**config.mk**
```make
export PLATFORM = sky130hd
export DESIGN_NAME = nas_addr_seq
export DESIGN_NICKNAME = d
export VERILOG_FILES = /design/src/rtl/nas_pkg.sv /design/src/rtl/nas_cfg_decode.sv /design/src/rtl/nas_field_pack.sv /design/src/rtl/nas_byte_shifter.sv /design/src/rtl/nas_addr_seq.sv
export SDC_FILE = /design/constraint.sdc
export NUM_CORES = 1
export LEC_CHECK = 0
export BUFFER_PORTS_ARGS = -buffer_cell sky130_fd_sc_hd__buf_2
export CAP_MARGIN = 20
export CELL_PAD_IN_SITES_DETAIL_PLACEMENT = 1
export CELL_PAD_IN_SITES_GLOBAL_PLACEMENT = 2
export CORE_AREA = 2 2 156 158
export DETAILED_ROUTE_END_ITERATION = 6
export DIE_AREA = 0 0 158 160
export HOLD_SLACK_MARGIN = 0.06
export PLACE_DENSITY = 0.93
export SLEW_MARGIN = 40
export SYNTH_ARGS = -nofsm -noshare
export SYNTH_HDL_FRONTEND = slang
export SYNTH_HIERARCHICAL = 1
export SYNTH_SLANG_ARGS = --single-unit
export TNS_END_PERCENT = 20
```
**constraint.sdc**
```tcl
create_clock -name clk -period 5.25 [get_ports clk]
set_input_delay 1.575 -clock clk [delete_from_list [all_inputs] [get_ports clk]]
set_output_delay 1.575 -clock clk [all_outputs]
set_load 0.02 [all_outputs]
```
**src/rtl/nas_pkg.sv**
```systemverilog
// Package: shared widths and configuration limits for the address cycle generator.
// Assumes byte-wide address cycles and a linear address of at most 64 bits.
package nas_pkg;
    localparam int BYTE_W    = 8;
    localparam int PL_W      = 5;   // width of page_log2
    localparam int PB_W      = 3;   // width of ppb_log2
    localparam int RC_W      = 3;   // width of row_cycles
    localparam int CB_W      = 2;   // width of column byte count
    localparam int MIN_PL    = 9;   // 512 B pages
    localparam int MID_PL    = 16;  // last page size needing two column bytes
    localparam int MAX_PL    = 24;  // 16 MB pages
endpackage

```
**src/rtl/nas_cfg_decode.sv**
```systemverilog
// Module: decodes page size and row cycle count into the column byte count,
// the total address byte count, and a reject flag. Purely combinational.
// Assumes page_log2 and row_cycles are stable while start is presented.
module nas_cfg_decode
    import nas_pkg::*;
#(
    parameter int CNT_W     = 4,
    parameter int MAX_BYTES = 8
) (
    input  logic [PL_W-1:0]  page_log2,
    input  logic [RC_W-1:0]  row_cycles,
    output logic [CB_W-1:0]  col_bytes,
    output logic [CNT_W-1:0] total,
    output logic             bad
);
    // Column width by page size, total count and configuration check.
    always_comb begin
        col_bytes = (int'(page_log2) <= MID_PL) ? CB_W'(2) : CB_W'(3);
        total     = CNT_W'(col_bytes) + CNT_W'(row_cycles);
        bad       = (int'(page_log2) < MIN_PL) || (int'(page_log2) > MAX_PL) ||
                    (row_cycles == '0) || (int'(total) > MAX_BYTES);
    end
endmodule

```
**src/rtl/nas_field_pack.sv**
```systemverilog
// Module: splits the linear address into column, page and block fields and
// packs them into one little-endian byte vector: column bytes, then row bytes.
// Assumes col_bytes * 8 + row_cycles * 8 does not exceed ADDR_W (checked upstream).
module nas_field_pack
    import nas_pkg::*;
#(
    parameter int ADDR_W = 64
) (
    input  logic [ADDR_W-1:0] addr,
    input  logic [PL_W-1:0]   page_log2,
    input  logic [PB_W-1:0]   ppb_log2,
    input  logic [RC_W-1:0]   row_cycles,
    input  logic [CB_W-1:0]   col_bytes,
    output logic [ADDR_W-1:0] packed_bytes
);
    localparam logic [ADDR_W-1:0] ONES = '1;

    logic [ADDR_W-1:0] col_f, above, page_f, block_f, row_f, row_mask;

    // Field extraction and repacking of the row directly above the padded column.
    always_comb begin
        col_f        = addr & ~(ONES << page_log2);
        above        = addr >> page_log2;
        page_f       = above & ~(ONES << ppb_log2);
        block_f      = above >> ppb_log2;
        row_f        = (block_f << ppb_log2) | page_f;
        row_mask     = ~(ONES << {row_cycles, 3'b000});
        packed_bytes = col_f | ((row_f & row_mask) << {col_bytes, 3'b000});
    end
endmodule

```
**src/rtl/nas_byte_shifter.sv**
```systemverilog
// Module: holds the packed address bytes and releases them one per valid/ready
// handshake, least significant first. Flags the handshake of the final byte.
// Assumes load only arrives while idle.
module nas_byte_shifter
    import nas_pkg::*;
#(
    parameter int ADDR_W = 64,
    parameter int CNT_W  = 4
) (
    input  logic              clk,
    input  logic              rst_n,
    input  logic              load,
    input  logic [ADDR_W-1:0] load_data,
    input  logic [CNT_W-1:0]  load_count,
    input  logic              ready,
    output logic              valid,
    output logic [BYTE_W-1:0] data,
    output logic              last_ack
);
    logic [ADDR_W-1:0] shreg;
    logic [CNT_W-1:0]  remaining;

    // Output byte and handshake qualifiers.
    always_comb begin
        valid    = (remaining != '0);
        data     = shreg[BYTE_W-1:0];
        last_ack = valid && ready && (remaining == CNT_W'(1));
    end

    // Shift register and remaining-byte counter.
    always_ff @(posedge clk) begin
        if (!rst_n) begin
            shreg     <= '0;
            remaining <= '0;
        end else if (load) begin
            shreg     <= load_data;
            remaining <= load_count;
        end else if (valid && ready) begin
            shreg     <= shreg >> BYTE_W;
            remaining <= remaining - CNT_W'(1);
        end
    end
endmodule

```
**src/rtl/nas_addr_seq.sv**
```systemverilog
// Module: top of the NAND address cycle generator. Accepts a start while idle,
// decodes the configuration, packs the address and streams the bytes.
// Assumes ab_ready follows valid/ready rules and that inputs are synchronous to clk.
module nas_addr_seq
    import nas_pkg::*;
#(
    parameter int ADDR_W    = 64,
    parameter int CNT_W     = 4,
    parameter int MAX_BYTES = 8
) (
    input  logic              clk,
    input  logic              rst_n,
    input  logic              start,
    input  logic [ADDR_W-1:0] addr,
    input  logic [PL_W-1:0]   page_log2,
    input  logic [PB_W-1:0]   ppb_log2,
    input  logic [RC_W-1:0]   row_cycles,
    input  logic              ab_ready,
    output logic              ab_valid,
    output logic [BYTE_W-1:0] ab_data,
    output logic [CNT_W-1:0]  byte_count,
    output logic              busy,
    output logic              done,
    output logic              err
);
    logic [CB_W-1:0]   col_bytes;
    logic [CNT_W-1:0]  total;
    logic              bad;
    logic [ADDR_W-1:0] packed_bytes;
    logic              accept, load, last_ack;

    nas_cfg_decode #(.CNT_W(CNT_W), .MAX_BYTES(MAX_BYTES)) dec_i (
        .page_log2 (page_log2),
        .row_cycles(row_cycles),
        .col_bytes (col_bytes),
        .total     (total),
        .bad       (bad)
    );

    nas_field_pack #(.ADDR_W(ADDR_W)) pack_i (
        .addr        (addr),
        .page_log2   (page_log2),
        .ppb_log2    (ppb_log2),
        .row_cycles  (row_cycles),
        .col_bytes   (col_bytes),
        .packed_bytes(packed_bytes)
    );

    nas_byte_shifter #(.ADDR_W(ADDR_W), .CNT_W(CNT_W)) shift_i (
        .clk       (clk),
        .rst_n     (rst_n),
        .load      (load),
        .load_data (packed_bytes),
        .load_count(total),
        .ready     (ab_ready),
        .valid     (ab_valid),
        .data      (ab_data),
        .last_ack  (last_ack)
    );

    // Start acceptance: only while no sequence is running.
    always_comb begin
        busy   = ab_valid;
        accept = start && !busy;
        load   = accept && !bad;
    end

    // Registered count, error pulse and completion pulse.
    always_ff @(posedge clk) begin
        if (!rst_n) begin
            byte_count <= '0;
            err        <= 1'b0;
            done       <= 1'b0;
        end else begin
            if (accept) byte_count <= total;
            err  <= accept && bad;
            done <= last_ack;
        end
    end
endmodule

```
Word level (Yosys, flattened, before mapping)
Index checks and enable logic that the tools add are counted.
- $lt $le $gt $ge: 4
- equality and inequality tests: 1
- shift-type cells: 7
- add/subtract/negate cells: 2
- muxes and demuxes: 5
- bitwise gates (word level): 8
- reduce and logical (&&, ||, !) cells: 13
- operator list (cell ; number):
    64-bit AND ; 3
    64-bit NOT ; 3
    64-bit 2-to-1 mux ; 2
    64-bit bitwise OR ; 2
    64-bit by 3-bit << shifter with 64-bit output ; 1
    64-bit by 3-bit << shifter with 64-bit output (first input constant) ; 1
    64-bit by 5-bit << shifter with 64-bit output ; 1
    64-bit by 5-bit << shifter with 64-bit output (first input constant) ; 1
    64-bit by 6-bit << shifter with 64-bit output (first input constant) ; 1
    64-bit by 3-bit right shift with 64-bit output ; 1
    64-bit by 5-bit right shift with 64-bit output ; 1
    4-bit 2-to-1 mux ; 2
    5-bit greater-than comparator (second input constant) ; 1
    5-bit <= comparator (second input constant) ; 1
    1-bit logical AND ; 5
    5-bit by 4-bit < comparator with 1-bit output (second input constant) ; 1
    2-bit by 3-bit adder with 4-bit output ; 1
    4-bit by 1-bit equality test with 1-bit output (second input constant) ; 1
    4-bit greater-than comparator (second input constant) ; 1
    4-bit nonzero test ; 1
    4-bit by 1-bit subtractor with 4-bit output (second input constant) ; 1
    3-bit zero test ; 1
    1-bit logical OR ; 3
    1-bit zero test ; 2
    2 further kinds ; 2
- register bits after elaboration: 74
- input port bits: 79

Longest topological paths before layout
- depth in word-level cells: 8
- depth in mapped cells: 14
- gate-level depth less buffers: 11

Hierarchy
The synthesis kept the hierarchy.
- modules (own cells, without submodules) (module ; instances ; area an instance (um^2) ; cells each):
    nas_field_pack ; 1 ; 5223.8 ; 563
    nas_byte_shifter ; 1 ; 3258.1 ; 402
    nas_addr_seq ; 1 ; 246.5 ; 25
    nas_cfg_decode ; 1 ; 111.4 ; 15

Worst setup path before layout
No wires, ideal clock.
- path kind: input port to flip-flop
- start point: input port page_log2[0]
- end point: register shift_i.remaining[3]
- stages on the path: 14
- required time: 5.127 ns
- path buffers: 3
- data arrival time: 4.037 ns
- setup time: 0.123 ns
- slack: 1.091 ns
- cells stage by stage: o41a_1 > ha_1 > inv_1 > ha_1 > inv_1 > or3_1 > a211o_1 > nor2b_1 > buf_2 > inv_2 > buf_4 > buf_2 > o21ai_0 > nor3b_2
- longest elaborated chain between the ends: 8
- elaborated cells between the ends (all ways): 13
- RTL lines (what ; line ; text):
    start: declaration ; nas_addr_seq.sv:15 ; input logic [PL_W-1:0] page_log2,
    5-bit <= comparator (*) ; nas_cfg_decode.sv:18 ; col_bytes = (int'(page_log2) <= MID_PL) ? CB_W'(2) : CB_W'(3);
    1-bit 2-to-1 mux (*) ; nas_cfg_decode.sv:18 ;
    2-bit by 3-bit adder with 4-bit output (*) ; nas_cfg_decode.sv:19 ; total = CNT_W'(col_bytes) + CNT_W'(row_cycles);
    via total[1] ; nas_addr_seq.sv:27 ; logic [CNT_W-1:0] total;
    4-bit greater-than comparator (*) ; nas_cfg_decode.sv:21 ; (row_cycles == '0) || (int'(total) > MAX_BYTES);
    1-bit logical OR (*) ; nas_cfg_decode.sv:21 ;
    via bad ; nas_addr_seq.sv:28 ; logic bad;
    1-bit zero test (*) ; nas_addr_seq.sv:65 ; load = accept && !bad;
    1-bit logical AND (*) ; nas_addr_seq.sv:65 ;
    via load ; nas_addr_seq.sv:30 ; logic accept, load, last_ack;
    4-bit 2-to-1 mux / 2-bit nonzero test (equally long branches) ; -- ;
    end signal: assignment ; nas_byte_shifter.sv:37 ; remaining <= load_count;
    end signal: assignment ; nas_byte_shifter.sv:40 ; remaining <= remaining - CNT_W'(1);
    end: declaration ; nas_byte_shifter.sv:21 ; logic [CNT_W-1:0] remaining;
The timed path passes the listed nets; every way through them passes the cells marked *.
A chain may end at the register's enable or synchronous reset.

Worst setup path in the final report
- start point: input port page_log2[0]
- end point: register shift_i.shreg[35]
- longest elaborated chain between the ends: 8
- elaborated cells between the ends (all ways): 24
- RTL lines (what ; line ; text):
    64-bit by 5-bit right shift with 64-bit output ; nas_field_pack.sv:23 ; above = addr >> page_log2;
    64-bit by 3-bit right shift with 64-bit output ; nas_field_pack.sv:25 ; block_f = above >> ppb_log2;
    64-bit by 3-bit << shifter with 64-bit output ; nas_field_pack.sv:26 ; row_f = (block_f << ppb_log2) | page_f;
    64-bit bitwise OR ; nas_field_pack.sv:26 ;
    64-bit AND ; nas_field_pack.sv:28 ; packed_bytes = col_f | ((row_f & row_mask) << {col_bytes, 3'b000});
    64-bit by 5-bit << shifter with 64-bit output ; nas_field_pack.sv:28 ;
    64-bit bitwise OR (*) ; nas_field_pack.sv:28 ;
    via packed_bytes[35] ; nas_addr_seq.sv:29 ; logic [ADDR_W-1:0] packed_bytes;
    64-bit 2-to-1 mux (*) ; nas_byte_shifter.sv:35 ; end else if (load) begin
    end signal: assignment ; nas_byte_shifter.sv:36 ; shreg <= load_data;
    end signal: assignment ; nas_byte_shifter.sv:39 ; shreg <= shreg >> BYTE_W;
    end: declaration ; nas_byte_shifter.sv:20 ; logic [ADDR_W-1:0] shreg;
Marks and branches as above.

==> flow_summary.ini <==
[run_status]
run_status = finished with violations
failed_checks = design-rule violations

[pwr]
leakage_nw = 3.37
p_per_area_nw_per_um2 = 300
irDropWorstVdd_uv = 184

[floorplan]
coreArea_um2 = 23800
die_h_um = 160
start_util_pct = 37.1
io_pins = 95
dieArea_um2 = 25300
die_w_um = 158
num_rows = 57

[route]
wire_per_inst_um = 24.2
drt-total-wl_um = 32500
drc = 4
vias = 9023
avgViaCountPerCell = 6.72
dr.pass1.iters = 7
ant_nets = 0
drt_iter0_drc = 902

[synthesis]
ys_warn_count = 6
ys_seq_area_share_pct = 16.8
syn-num-nets = 1088
syn_area_um2 = 8840
async_flop_share_pct = 0
synth_area_leaders = mux4_2 (25%), dfxtp_1 (17%), o21ai_0 (7.9%), mux2_2 (4.3%), mux2i_1 (4.1%)
synth_top_area_share_pct = 25.2
synth_edf_count = 0
synth_cell_types = 68
synth_top_area_cell = mux4_2
synth-seq-cells = 74
synth-main-ff-cell = dfxtp_1
synth_cells = 1005
synth.avg_cell_area_um2 = 8.80

[sta]
period_share_pct = 84.0
skew_ns = 0.00758
rsz0062_at_grt = false
finalSetupViolCount = 0
slew_violations = 0
period_minus_slack_ns = 4.41
whs_ns = 0.459
report.final.hold_viol_count = 0
tightest_slew_ns = 0.804
fin_tns_setup_ns = 0
max_freq_mhz = 227
relSlewSlack_pct = 46.3

[clock_tree]
cts_tree = yes
clkLatencyLatePin_ns = 0.34
htreeDepth = 3
cts.sinks = 74
clk_path_buf_depth = 2
root_buffer = clkbuf_16
post_cts_buffers = 0
cts_resized = 0
cts_hold_buffers = 0
clkTransAtPathRegs_ns = 0.06
cts_inserted_buffers = 9

[place]
place_congestion = 0.959
place_area_um2 = 9310
port_buffers = 91
dp_hpwl_um = 24500

[run]
cap_violations = 0

[worst_hold_path]
hold_depth = 2
hold_end = byte_count[0]$_SDFFE_PN0P_
min_path_type = reg -> reg
min_from = byte_count[0]$_SDFFE_PN0P_

[setup_path]
r2r_slack_ns = 2.85
crit_type = in -> reg
rr_worst_depth = 10
cp_data_required_time_ns = 5.46
rr_endpoint = shift_i/shreg[21]$_SDFFE_PN0P_
critPathLaunchType = input pin
rr_startpoint = shift_i/remaining[0]$_SDFFE_PN0P_
crit_arrival_ns = 4.62
end_kind = flop
cp_max_fo = 18

[cells_and_area]
drive_gt1_share_pct = 27.2
design_area_um2 = 9610
layout_common_cells = o21ai_0 (140), mux4_2 (99), nand2_1 (89), buf_2 (89), dfxtp_1 (74)
diodes = 0
synthToLayoutAreaGrowth_pct = 8.68
fin_nets = 1098
nFillCells = 2826
final_common_cell = o21ai_0

[grt]
track_usage_pct = 25.6
grt_pass1_wl_um = 51200
antenna_found_initial = 0
grt_max_degree = 77
grt_pass1_vias = 8840
gr-total-overflow = 0
==> Yosys cell counts, types with 4 or more instances <==
cell type / n
ha_1: 4
buf_8: 6
buf_1: 18
nor2_1: 38
buf_6: 8
a31oi_1: 56
nand2_1: 89
nand4_1: 4
clkbuf_1: 51
a211oi_1: 5
o2bb2ai_1: 4
nor3_1: 9
a211o_1: 4
and3_1: 4
dfxtp_1: 74
clkbuf_2: 4
o21ai_1: 19
nand2b_1: 4
buf_2: 16
a21oi_1: 24
mux2_2: 34
nand3_1: 66
a222oi_1: 5
a21boi_1: 6
inv_2: 4
a22o_1: 15
and2_1: 5
nor2b_1: 6
a22oi_1: 12
o21a_1: 8
o211ai_1: 13
mux2i_1: 36
o21ai_0: 140
o221ai_1: 24
inv_1: 17
or3_1: 7
o22ai_1: 6
mux4_2: 99
buf_4: 15
nor3b_1: 5
==> cell families (layout without fill, tap and decap cells) <==
| logic type | count (synthesis) | after routing | synth area share [%] |
|---|---|---|---|
| compound gates | 360 | 360 | 25.7 |
| xor+xnor | 2 | 2 | 0.198 |
| fa+ha+maj | 4 | 4 | 0.566 |
| buf+inv | 140 | 154 | 8.31 |
| flops | 74 | 74 | 16.8 |
| mux | 174 | 174 | 34.8 |
| other cells | 1 | 1 | 0.0424 |
| simple gates | 250 | 250 | 13.6 |
==> metal layers <==
metal / wire (um) / up-vias / part of all wire (%) / track usage (%)
met5: 0 / - / 0 / 0
met4: 1270 / 0 / 3.9 / 9.83
met3: 1950 / 88 / 6.0 / 2.20
met2: 15300 / 424 / 47 / 40.8
met1: 14100 / 4536 / 43 / 36.0
li1: - / 3975 / - / -
==> sequential cells by signal, summed over array words and instances (netlist names) <==
| signal | count |
|---|---|
| done | 1 |
| shift_i/remaining | 4 |
| err | 1 |
| byte_count | 4 |
| shift_i/shreg | 64 |
==> metrics by stage <==
| step | setup slack (ns) | utilization (%) | std cells | total power, mW |
|---|---|---|---|---|
| final | 0.841 | 40.3 | 1343 | 2.88 |
| after floorplan | 1.09 | - | 1005 | 1.93 |
| after global routing | 0.719 | 40.3 | 1343 | 3.04 |
| after CTS | 0.923 | 40.3 | 1343 | 2.86 |
| after detailed placement | 0.587 | 39.1 | 1328 | 2.21 |
| after global placement | 0.636 | 39.1 | 1328 | 2.17 |
==> how the worst max path moves through the flow <==
stage            startpoint  depth (start not counted)  slack (ns)                                end
2_1_floorplan  page_log2[0]                         14        1.09  shift_i/remaining[3]$_SDFFE_PN0P_
4_1_cts        page_log2[0]                          9        0.92     shift_i/shreg[34]$_SDFFE_PN0P_
3_5_place_dp   page_log2[0]                          9        0.59     shift_i/shreg[34]$_SDFFE_PN0P_
6_report       page_log2[0]                          9        0.84     shift_i/shreg[35]$_SDFFE_PN0P_
3_3_place_gp   page_log2[0]                          9        0.64     shift_i/shreg[34]$_SDFFE_PN0P_
5_1_grt        page_log2[0]                          9        0.72     shift_i/shreg[35]$_SDFFE_PN0P_
==> worst max-delay path, cell delays in order <==
cell      delay (ns)
buf_4           0.27
buf_4           0.34
mux4_2          0.58
mux2_2          0.30
mux4_2          0.52
a222oi_1        0.63
a21oi_1         0.14
o21ai_0         0.18
a31oi_1         0.06
==> where the power goes <==
part	leakage (nW)	total, mW	internal, mW	switching (mW)
combinational	2.62	1.49	0.511	0.978
sequential	0.603	0.741	0.678	0.0629
clock	0.147	0.649	0.413	0.236
total	3.37	2.88	1.60	1.28
==> final cells by class <==
| type | instances | area (um2) | area share [%] |
|---|---|---|---|
| Multi-Input combinational cell | 791 | 6630 | 69.0 |
| Sequential cell | 74 | 1480 | 15.4 |
| Timing Repair Buffer | 117 | 706 | 7.35 |
| Clock inverter | 3 | 65.1 | 0.677 |
| Inverter | 22 | 82.6 | 0.860 |
| Clock buffer | 12 | 236 | 2.46 |
| Tap cell | 324 | 405 | 4.22 |
(Power assumes the default switching activity.)
